--- src/rtl/ring_pkg.sv ---
package ring_pkg;

    localparam int ADDR_W     = 32;
    localparam int LEN_W      = 16;
    localparam int NUM_RINGS  = 2;
    localparam int MAX_LEN_16 = 128;
    localparam int MAX_LEN_32 = 512;
    localparam int SHIFT_16   = 3;
    localparam int SHIFT_32   = 4;
    localparam int SHIFT_W    = 3;

    typedef enum logic {
        DSZ_WORD  = 1'b0,
        DSZ_DWORD = 1'b1
    } dsz_e;

    typedef struct packed {
        logic [ADDR_W-1:0] base;
        logic [LEN_W-1:0]  len;
        dsz_e              dsz;
    } ring_cfg_t;

    function automatic logic [SHIFT_W-1:0] entry_shift(input dsz_e dsz);
        return (dsz == DSZ_DWORD) ? SHIFT_W'(SHIFT_32) : SHIFT_W'(SHIFT_16);
    endfunction

    function automatic logic [ADDR_W-1:0] align_base(input logic [ADDR_W-1:0] b,
                                                     input dsz_e dsz);
        logic [ADDR_W-1:0] mask;
        mask = ~((ADDR_W'(1) << entry_shift(dsz)) - ADDR_W'(1));
        return b & mask;
    endfunction

    function automatic logic [LEN_W-1:0] eff_len(input logic [LEN_W-1:0] l,
                                                 input dsz_e dsz);
        if (l != '0) return l;
        return (dsz == DSZ_DWORD) ? LEN_W'(MAX_LEN_32) : LEN_W'(MAX_LEN_16);
    endfunction

endpackage

--- src/rtl/ring_cfg.sv ---
module ring_cfg
    import ring_pkg::*;
(
    input  logic              clk,
    input  logic              rst,
    input  logic              start,
    input  ring_cfg_t         cfg_in,
    output logic [ADDR_W-1:0] base_al,
    output logic [LEN_W-1:0]  len_eff,
    output logic [SHIFT_W-1:0] shift
);
    ring_cfg_t cfg_q;

    always_ff @(posedge clk) begin
        if (rst) begin
            cfg_q <= '{base: '0, len: '0, dsz: DSZ_WORD};
        end else if (start) begin
            cfg_q <= cfg_in;
        end
    end

    always_comb begin
        base_al = align_base(cfg_q.base, cfg_q.dsz);
        len_eff = eff_len(cfg_q.len, cfg_q.dsz);
        shift   = entry_shift(cfg_q.dsz);
    end


    align_chk: assert property (@(posedge clk) disable iff (rst)
        (shift == SHIFT_W'(SHIFT_32)) ? (base_al[3:0] == 4'd0) : (base_al[2:0] == 3'd0));


    cfg_hold_chk: assert property (@(posedge clk) disable iff (rst)
        !start |=> $stable(base_al) && $stable(len_eff) && $stable(shift));

endmodule

--- src/rtl/ring_index.sv ---
module ring_index
    import ring_pkg::*;
(
    input  logic             clk,
    input  logic             rst,
    input  logic             start,
    input  logic             adv,
    input  logic             own,
    input  logic [LEN_W-1:0] len_eff,
    output logic [LEN_W-1:0] idx,
    output logic             stall
);
    logic             at_last;
    logic [LEN_W-1:0] idx_next;

    always_comb begin
        at_last  = (idx == len_eff - 1'b1);
        idx_next = at_last ? '0 : idx + 1'b1;
    end

    always_ff @(posedge clk) begin
        if (rst) begin
            idx   <= '0;
            stall <= 1'b0;
        end else if (start) begin
            idx   <= '0;
            stall <= 1'b0;
        end else if (adv) begin
            if (own) begin
                idx   <= idx_next;
                stall <= 1'b0;
            end else begin
                stall <= 1'b1;
            end
        end
    end


    adv_step_chk: assert property (@(posedge clk) disable iff (rst)
        (adv && own && !start && (idx != len_eff - 1'b1)) |=> (idx == $past(idx) + 1'b1));


    wrap_chk: assert property (@(posedge clk) disable iff (rst)
        (adv && own && !start && (idx == len_eff - 1'b1)) |=> (idx == '0));


    hold_chk: assert property (@(posedge clk) disable iff (rst)
        (adv && !own && !start) |=> ($stable(idx) && stall));


    start_chk: assert property (@(posedge clk) disable iff (rst)
        start |=> (idx == '0) && !stall);


    idx_range_chk: assert property (@(posedge clk) disable iff (rst)
        idx < len_eff);

endmodule

--- src/rtl/desc_ring_mgr.sv ---
module desc_ring_mgr
    import ring_pkg::*;
(
    input  logic              clk,
    input  logic              rst,
    input  logic              mode32,
    input  logic              start,
    input  logic [ADDR_W-1:0] tx_base,
    input  logic [LEN_W-1:0]  tx_len,
    input  logic              tx_adv,
    input  logic              tx_own,
    input  logic [ADDR_W-1:0] rx_base,
    input  logic [LEN_W-1:0]  rx_len,
    input  logic              rx_adv,
    input  logic              rx_own,
    output logic [ADDR_W-1:0] tx_addr,
    output logic [LEN_W-1:0]  tx_idx,
    output logic              tx_empty,
    output logic [ADDR_W-1:0] rx_addr,
    output logic [LEN_W-1:0]  rx_idx,
    output logic              rx_full
);
    localparam int TX = 0;
    localparam int RX = 1;

    ring_cfg_t                       cfg_v   [NUM_RINGS];
    logic [NUM_RINGS-1:0]            adv_v;
    logic [NUM_RINGS-1:0]            own_v;
    logic [NUM_RINGS-1:0]            stall_v;
    logic [NUM_RINGS-1:0][ADDR_W-1:0] base_v;
    logic [NUM_RINGS-1:0][ADDR_W-1:0] addr_v;
    logic [NUM_RINGS-1:0][LEN_W-1:0]  len_v;
    logic [NUM_RINGS-1:0][LEN_W-1:0]  idx_v;
    logic [NUM_RINGS-1:0][SHIFT_W-1:0] shift_v;

    always_comb begin
        cfg_v[TX] = '{base: tx_base, len: tx_len, dsz: dsz_e'(mode32)};
        cfg_v[RX] = '{base: rx_base, len: rx_len, dsz: dsz_e'(mode32)};
        adv_v     = {rx_adv, tx_adv};
        own_v     = {rx_own, tx_own};
    end

    for (genvar g = 0; g < NUM_RINGS; g++) begin : g_ring
        ring_cfg u_cfg (
            .clk     (clk),
            .rst     (rst),
            .start   (start),
            .cfg_in  (cfg_v[g]),
            .base_al (base_v[g]),
            .len_eff (len_v[g]),
            .shift   (shift_v[g])
        );

        ring_index u_idx (
            .clk     (clk),
            .rst     (rst),
            .start   (start),
            .adv     (adv_v[g]),
            .own     (own_v[g]),
            .len_eff (len_v[g]),
            .idx     (idx_v[g]),
            .stall   (stall_v[g])
        );

        always_comb addr_v[g] = base_v[g] + (ADDR_W'(idx_v[g]) << shift_v[g]);
    end

    assign tx_addr  = addr_v[TX];
    assign tx_idx   = idx_v[TX];
    assign tx_empty = stall_v[TX];
    assign rx_addr  = addr_v[RX];
    assign rx_idx   = idx_v[RX];
    assign rx_full  = stall_v[RX];


    rx_isolate_chk: assert property (@(posedge clk) disable iff (rst)
        (tx_adv && !rx_adv && !start) |=> $stable(rx_idx) && $stable(rx_full));


    tx_isolate_chk: assert property (@(posedge clk) disable iff (rst)
        (rx_adv && !tx_adv && !start) |=> $stable(tx_idx) && $stable(tx_empty));

endmodule

--- config.mk ---
export PLATFORM = sky130hd
export DESIGN_NAME = desc_ring_mgr
export DESIGN_NICKNAME = d
export VERILOG_FILES = /design/src/rtl/ring_pkg.sv /design/src/rtl/ring_cfg.sv /design/src/rtl/ring_index.sv /design/src/rtl/desc_ring_mgr.sv
export SDC_FILE = /design/constraint.sdc
export NUM_CORES = 1
export LEC_CHECK = 0
export ABC_CLOCK_PERIOD_IN_PS = 4500
export CAP_MARGIN = 20
export CORE_MARGIN = 3
export CORE_UTILIZATION = 45
export CTS_CLUSTER_DIAMETER = 40
export CTS_CLUSTER_SIZE = 24
export DETAILED_ROUTE_END_ITERATION = 8
export PLACE_DENSITY = 0.74
export SLEW_MARGIN = 0
export SYNTH_ARGS = -nofsm -noshare
export SYNTH_HDL_FRONTEND = slang
export SYNTH_SLANG_ARGS = --single-unit
export TNS_END_PERCENT = 1
--- constraint.sdc ---
create_clock -name clk -period 4.5 [get_ports clk]
set_input_delay 0.9 -clock clk [delete_from_list [all_inputs] [get_ports clk]]
set_output_delay 0.9 -clock clk [all_outputs]
set_load 0.02 [all_outputs]
==> qor.json <==
{
  "sta": {
    "worst_slack_ns": -0.119,
    "finalSetupViolations": 1,
    "max_slew.worst_pin.slew_ns": 0.857,
    "hold-worst-slack_ns": 0.484,
    "finalCritPeriodShare": 1.03,
    "finalHoldViolCount": 0,
    "maxSlewHeadroom": 0.425,
    "finalClockSkew_ns": 0.0111,
    "final-max-slew-violation-count": 0,
    "unrepaired_setup_endpoints_after_global_routing": "yes",
    "period_needed_ns": 4.62,
    "max_clock_freq_ghz": 0.217,
    "tns_ns": -0.119
  },
  "synthesis": {
    "post_synth_inst_count": 1095,
    "total_number_of_yosys_warnings": 0,
    "post-synth-top-area-cell": "sky130_fd_sc_hd__dfxtp_1",
    "synth_edf_count": 0,
    "ys_async_sr_fraction": 0,
    "synth_sequential_area_ratio": 0.279,
    "synth_flop_cell": "sky130_fd_sc_hd__dfxtp_1",
    "postSynthRegisterBits": 125,
    "synth.area.top_cells": "sky130_fd_sc_hd__dfxtp_1 28%, sky130_fd_sc_hd__mux2i_1 11%, sky130_fd_sc_hd__nor2_1 7.1%",
    "ys_types": 67,
    "syn_avg_cell_area_um2": 8.18,
    "mappedNetlistArea_mm2": 0.00895,
    "yosys.area.top_type_share": 0.279
  },
  "grt": {
    "globalRoute.totalOverflow": 0,
    "gr-usage-met2": 0.368,
    "global_route.usage.met1": 0.297,
    "globalRouteMet3Util": 0.0685,
    "grt_usage": 0.227,
    "global_route_wire_length_before_repair_um": 40600,
    "first_global_vias": 8135,
    "grt.busiest_layer": "met2",
    "pin_count_of_the_biggest_net_entering_global_routing": 56,
    "number_of_antenna_violations_at_the_first_check_in_global_routing": 0
  },
  "power_and_ir_drop": {
    "powerDensity_mw_per_mm2": 278,
    "cellInternalPower_w": 0.00242,
    "p_sw_frac": 0.275,
    "power_frac_seq": 0.363,
    "vdd_drop_max_mv": 0.257,
    "pwr-share-comb": 0.203,
    "power.leakage_nw": 5.34,
    "switchingPower_w": 0.000920,
    "clkPwrFrac": 0.434
  },
  "drt": {
    "drt_pass1_iterations": 6,
    "drcViolationCount": 0,
    "drt-wirelength-per-cell_um": 15.9,
    "routed_via_count_divided_by_cell_count": 5.33,
    "initialDrtViolationCount": 381,
    "vias": 8461,
    "routed_wl_um": 25300,
    "ant_nets": 0
  },
  "flow_run": {
    "maxCapViolCount": 0
  },
  "min_path": {
    "destination_of_the_worst_hold_path": "g_ring[0].u_idx.stall",
    "hold-path-cell-count": 1,
    "min-delay-path-class": "flip-flop to flip-flop",
    "worst_hold_startpoint": "g_ring[0].u_idx.stall"
  },
  "floorplan": {
    "dieHeight_um": 147,
    "die_wd_um": 147,
    "design.core.area_mm2": 0.0191,
    "placement_rows": 50,
    "start_util": 0.468,
    "die_area_mm2": 0.0216,
    "design.portCount": 202
  },
  "place": {
    "port-buffer-count": 189,
    "gp_routability_congestion": 0.907,
    "dpl_cell_area_mm2": 0.0114,
    "post_dp_hpwl_um": 19400
  },
  "setup_path": {
    "worstSetupPathType": "flip-flop to output port",
    "crit_arrival_ns": 3.72,
    "regToRegStartpoint": "g_ring[0].u_cfg.cfg_q[1]",
    "worst-path-max-fanout": 24,
    "critPathCaptureType": "output port",
    "rr_worst_depth": 10,
    "r2r_end": "g_ring[0].u_idx.idx[3]",
    "crit_required_ns": 3.60,
    "critPathLaunchType": "flip-flop",
    "rrSetupSlack_ns": 0.69
  },
  "layout": {
    "number_of_diodes_added_for_antenna_fixing": 0,
    "syn2layout_area_growth_pct": 34.4,
    "drive_above_1_share": 0.118,
    "layout.cell_area.non_filler_mm2": 0.0120,
    "final_nets": 1467
  },
  "run_status": {
    "failed_checks": "negative setup slack",
    "outcome": "finished with violations"
  },
  "clock_network": {
    "clock-root-buffer": "sky130_fd_sc_hd__clkbuf_16",
    "worst_skew_pair.late_latency_ns": 0.42,
    "cts_max_level": 4,
    "cts-buffers-inserted": 17,
    "clock-sinks": 125,
    "clkTransAtPathRegs_ns": 0.06,
    "clk_path_buf_depth": 2,
    "cts_tree": "built"
  }
}
[flip-flops by register name, indices dropped and copies added (netlist names)]
name	flops
g_ring.u_cfg.cfg_q	91
g_ring.u_idx.stall	2
g_ring.u_idx.idx	32
[critical path, cell delays in order, from the launching register on]
cell	delay (ns)
sky130_fd_sc_hd__dfxtp_2	0.35
sky130_fd_sc_hd__buf_12	0.18
sky130_fd_sc_hd__mux2_2	0.36
sky130_fd_sc_hd__ha_1	0.28
sky130_fd_sc_hd__nor2b_1	0.15
sky130_fd_sc_hd__o31a_1	0.29
sky130_fd_sc_hd__o32a_1	0.36
sky130_fd_sc_hd__buf_4	0.15
sky130_fd_sc_hd__a21oi_1	0.18
sky130_fd_sc_hd__o21ai_0	0.13
sky130_fd_sc_hd__a31o_2	0.25
sky130_fd_sc_hd__a21oi_1	0.17
sky130_fd_sc_hd__xnor2_1	0.13
sky130_fd_sc_hd__clkdlybuf4s15_1	0.32
[stage by stage]
step                      power (W)  instances  utilization  worst slack, ns
after floorplan             0.00165       1106            -           -0.161
after global placement      0.00192       1556        0.597           0.0114
after detailed placement    0.00193       1556        0.597          -0.0417
after CTS                   0.00338       1588        0.629           -0.168
after global routing        0.00349       1588        0.629           -0.297
final                       0.00334       1588        0.629           -0.119
[metal layers]
| layer | vias to the layer above | wire (um) | part of all wire |
|---|---|---|---|
| met5 | - | 0 | 0 |
| met4 | 0 | 330 | 0.013 |
| met3 | 30 | 1740 | 0.069 |
| met2 | 226 | 11500 | 0.45 |
| met1 | 3893 | 11800 | 0.47 |
| li1 | 4312 | - | - |
[worst max-delay path by stage]
stage                             start           to  slack (ns)
2_1_floorplan  g_ring[1].u_cfg.cfg_q[0]  rx_addr[23]       -0.16
3_3_place_gp   g_ring[1].u_cfg.cfg_q[0]  tx_addr[31]        0.01
3_5_place_dp   g_ring[1].u_cfg.cfg_q[0]  rx_addr[29]       -0.04
4_1_cts        g_ring[1].u_cfg.cfg_q[0]  rx_addr[16]       -0.17
5_1_grt        g_ring[1].u_cfg.cfg_q[0]  tx_addr[17]       -0.30
6_report       g_ring[1].u_cfg.cfg_q[0]  tx_addr[17]       -0.12
[power groups by stage]
stage	combinational [W]	sequential (W)	clock, W
finish	0.000679	0.00121	0.00145
detailed placement	0.000690	0.00123	0
global placement	0.000686	0.00123	0
global route	0.000741	0.00122	0.00153
CTS	0.000682	0.00121	0.00148
floorplan	0.000435	0.00122	0
[final cells by class]
type                    count  area [um2]
multi-input cells         886        6160
well taps                 260         325
clock inverters            11         166
flip-flops and latches    125        2500
inverters                  31         116
clock buffers              21         450
fillers                  1699        7110
repair buffers            254        2310
[cell families (layout without fill, tap and decap cells)]
logic type | after synthesis | after routing | synth area share
fa+ha+maj | 48 | 48 | 0.0688
compound gates | 180 | 180 | 0.136
other cells | 1 | 12 | 0.000419
xor+xnor | 103 | 103 | 0.101
buf+inv | 95 | 317 | 0.0437
simple gates | 421 | 421 | 0.232
flops | 125 | 125 | 0.279
mux | 122 | 122 | 0.140
[cells in the final DEF, fill, tap and decap left out, drive strengths merged, types with 5 or more instances in the layout]
cell             n
mux2            24
a21boi           6
buf             78
o311ai           6
a21o            17
a31oi           11
nand4           15
dfxtp          125
mux2i           98
a221oi           5
inv             31
clkdlybuf4s50  152
nand2           65
nor4b            6
nor3b           14
or4              5
o21a            11
and2             7
nand2b          20
ha              46
dlygate4sd2     13
clkbuf          26
conb            12
o21ai           44
xnor2           57
nor4             9
xor2            46
and3            20
o31ai            6
nor3            31
nor2           169
nor2b           14
a21oi           32
a2111oi          6
a211oi           6
nand3           29
[synthesized netlist by cell type (20+ instances only)]
| cell | instances |
|---|---|
| sky130_fd_sc_hd__a21oi_1 | 32 |
| sky130_fd_sc_hd__and3_1 | 20 |
| sky130_fd_sc_hd__clkbuf_1 | 46 |
| sky130_fd_sc_hd__dfxtp_1 | 125 |
| sky130_fd_sc_hd__ha_1 | 46 |
| sky130_fd_sc_hd__inv_1 | 31 |
| sky130_fd_sc_hd__mux2_2 | 24 |
| sky130_fd_sc_hd__mux2i_1 | 98 |
| sky130_fd_sc_hd__nand2_1 | 65 |
| sky130_fd_sc_hd__nand2b_1 | 20 |
| sky130_fd_sc_hd__nand3_1 | 29 |
| sky130_fd_sc_hd__nor2_1 | 169 |
| sky130_fd_sc_hd__nor3_1 | 29 |
| sky130_fd_sc_hd__o21ai_0 | 44 |
| sky130_fd_sc_hd__xnor2_1 | 57 |
| sky130_fd_sc_hd__xor2_1 | 46 |
[timing repair]
action | in CTS | in global routing
buffers inserted | 0 | 0
hold buffers | 0 | 0
resized for setup | 69 | 44
setup endpoints to repair | 37 | 31
pin swaps | 1 | 2
cloned | 0 | 0
No activity file was read; power rests on OpenSTA's default activity.
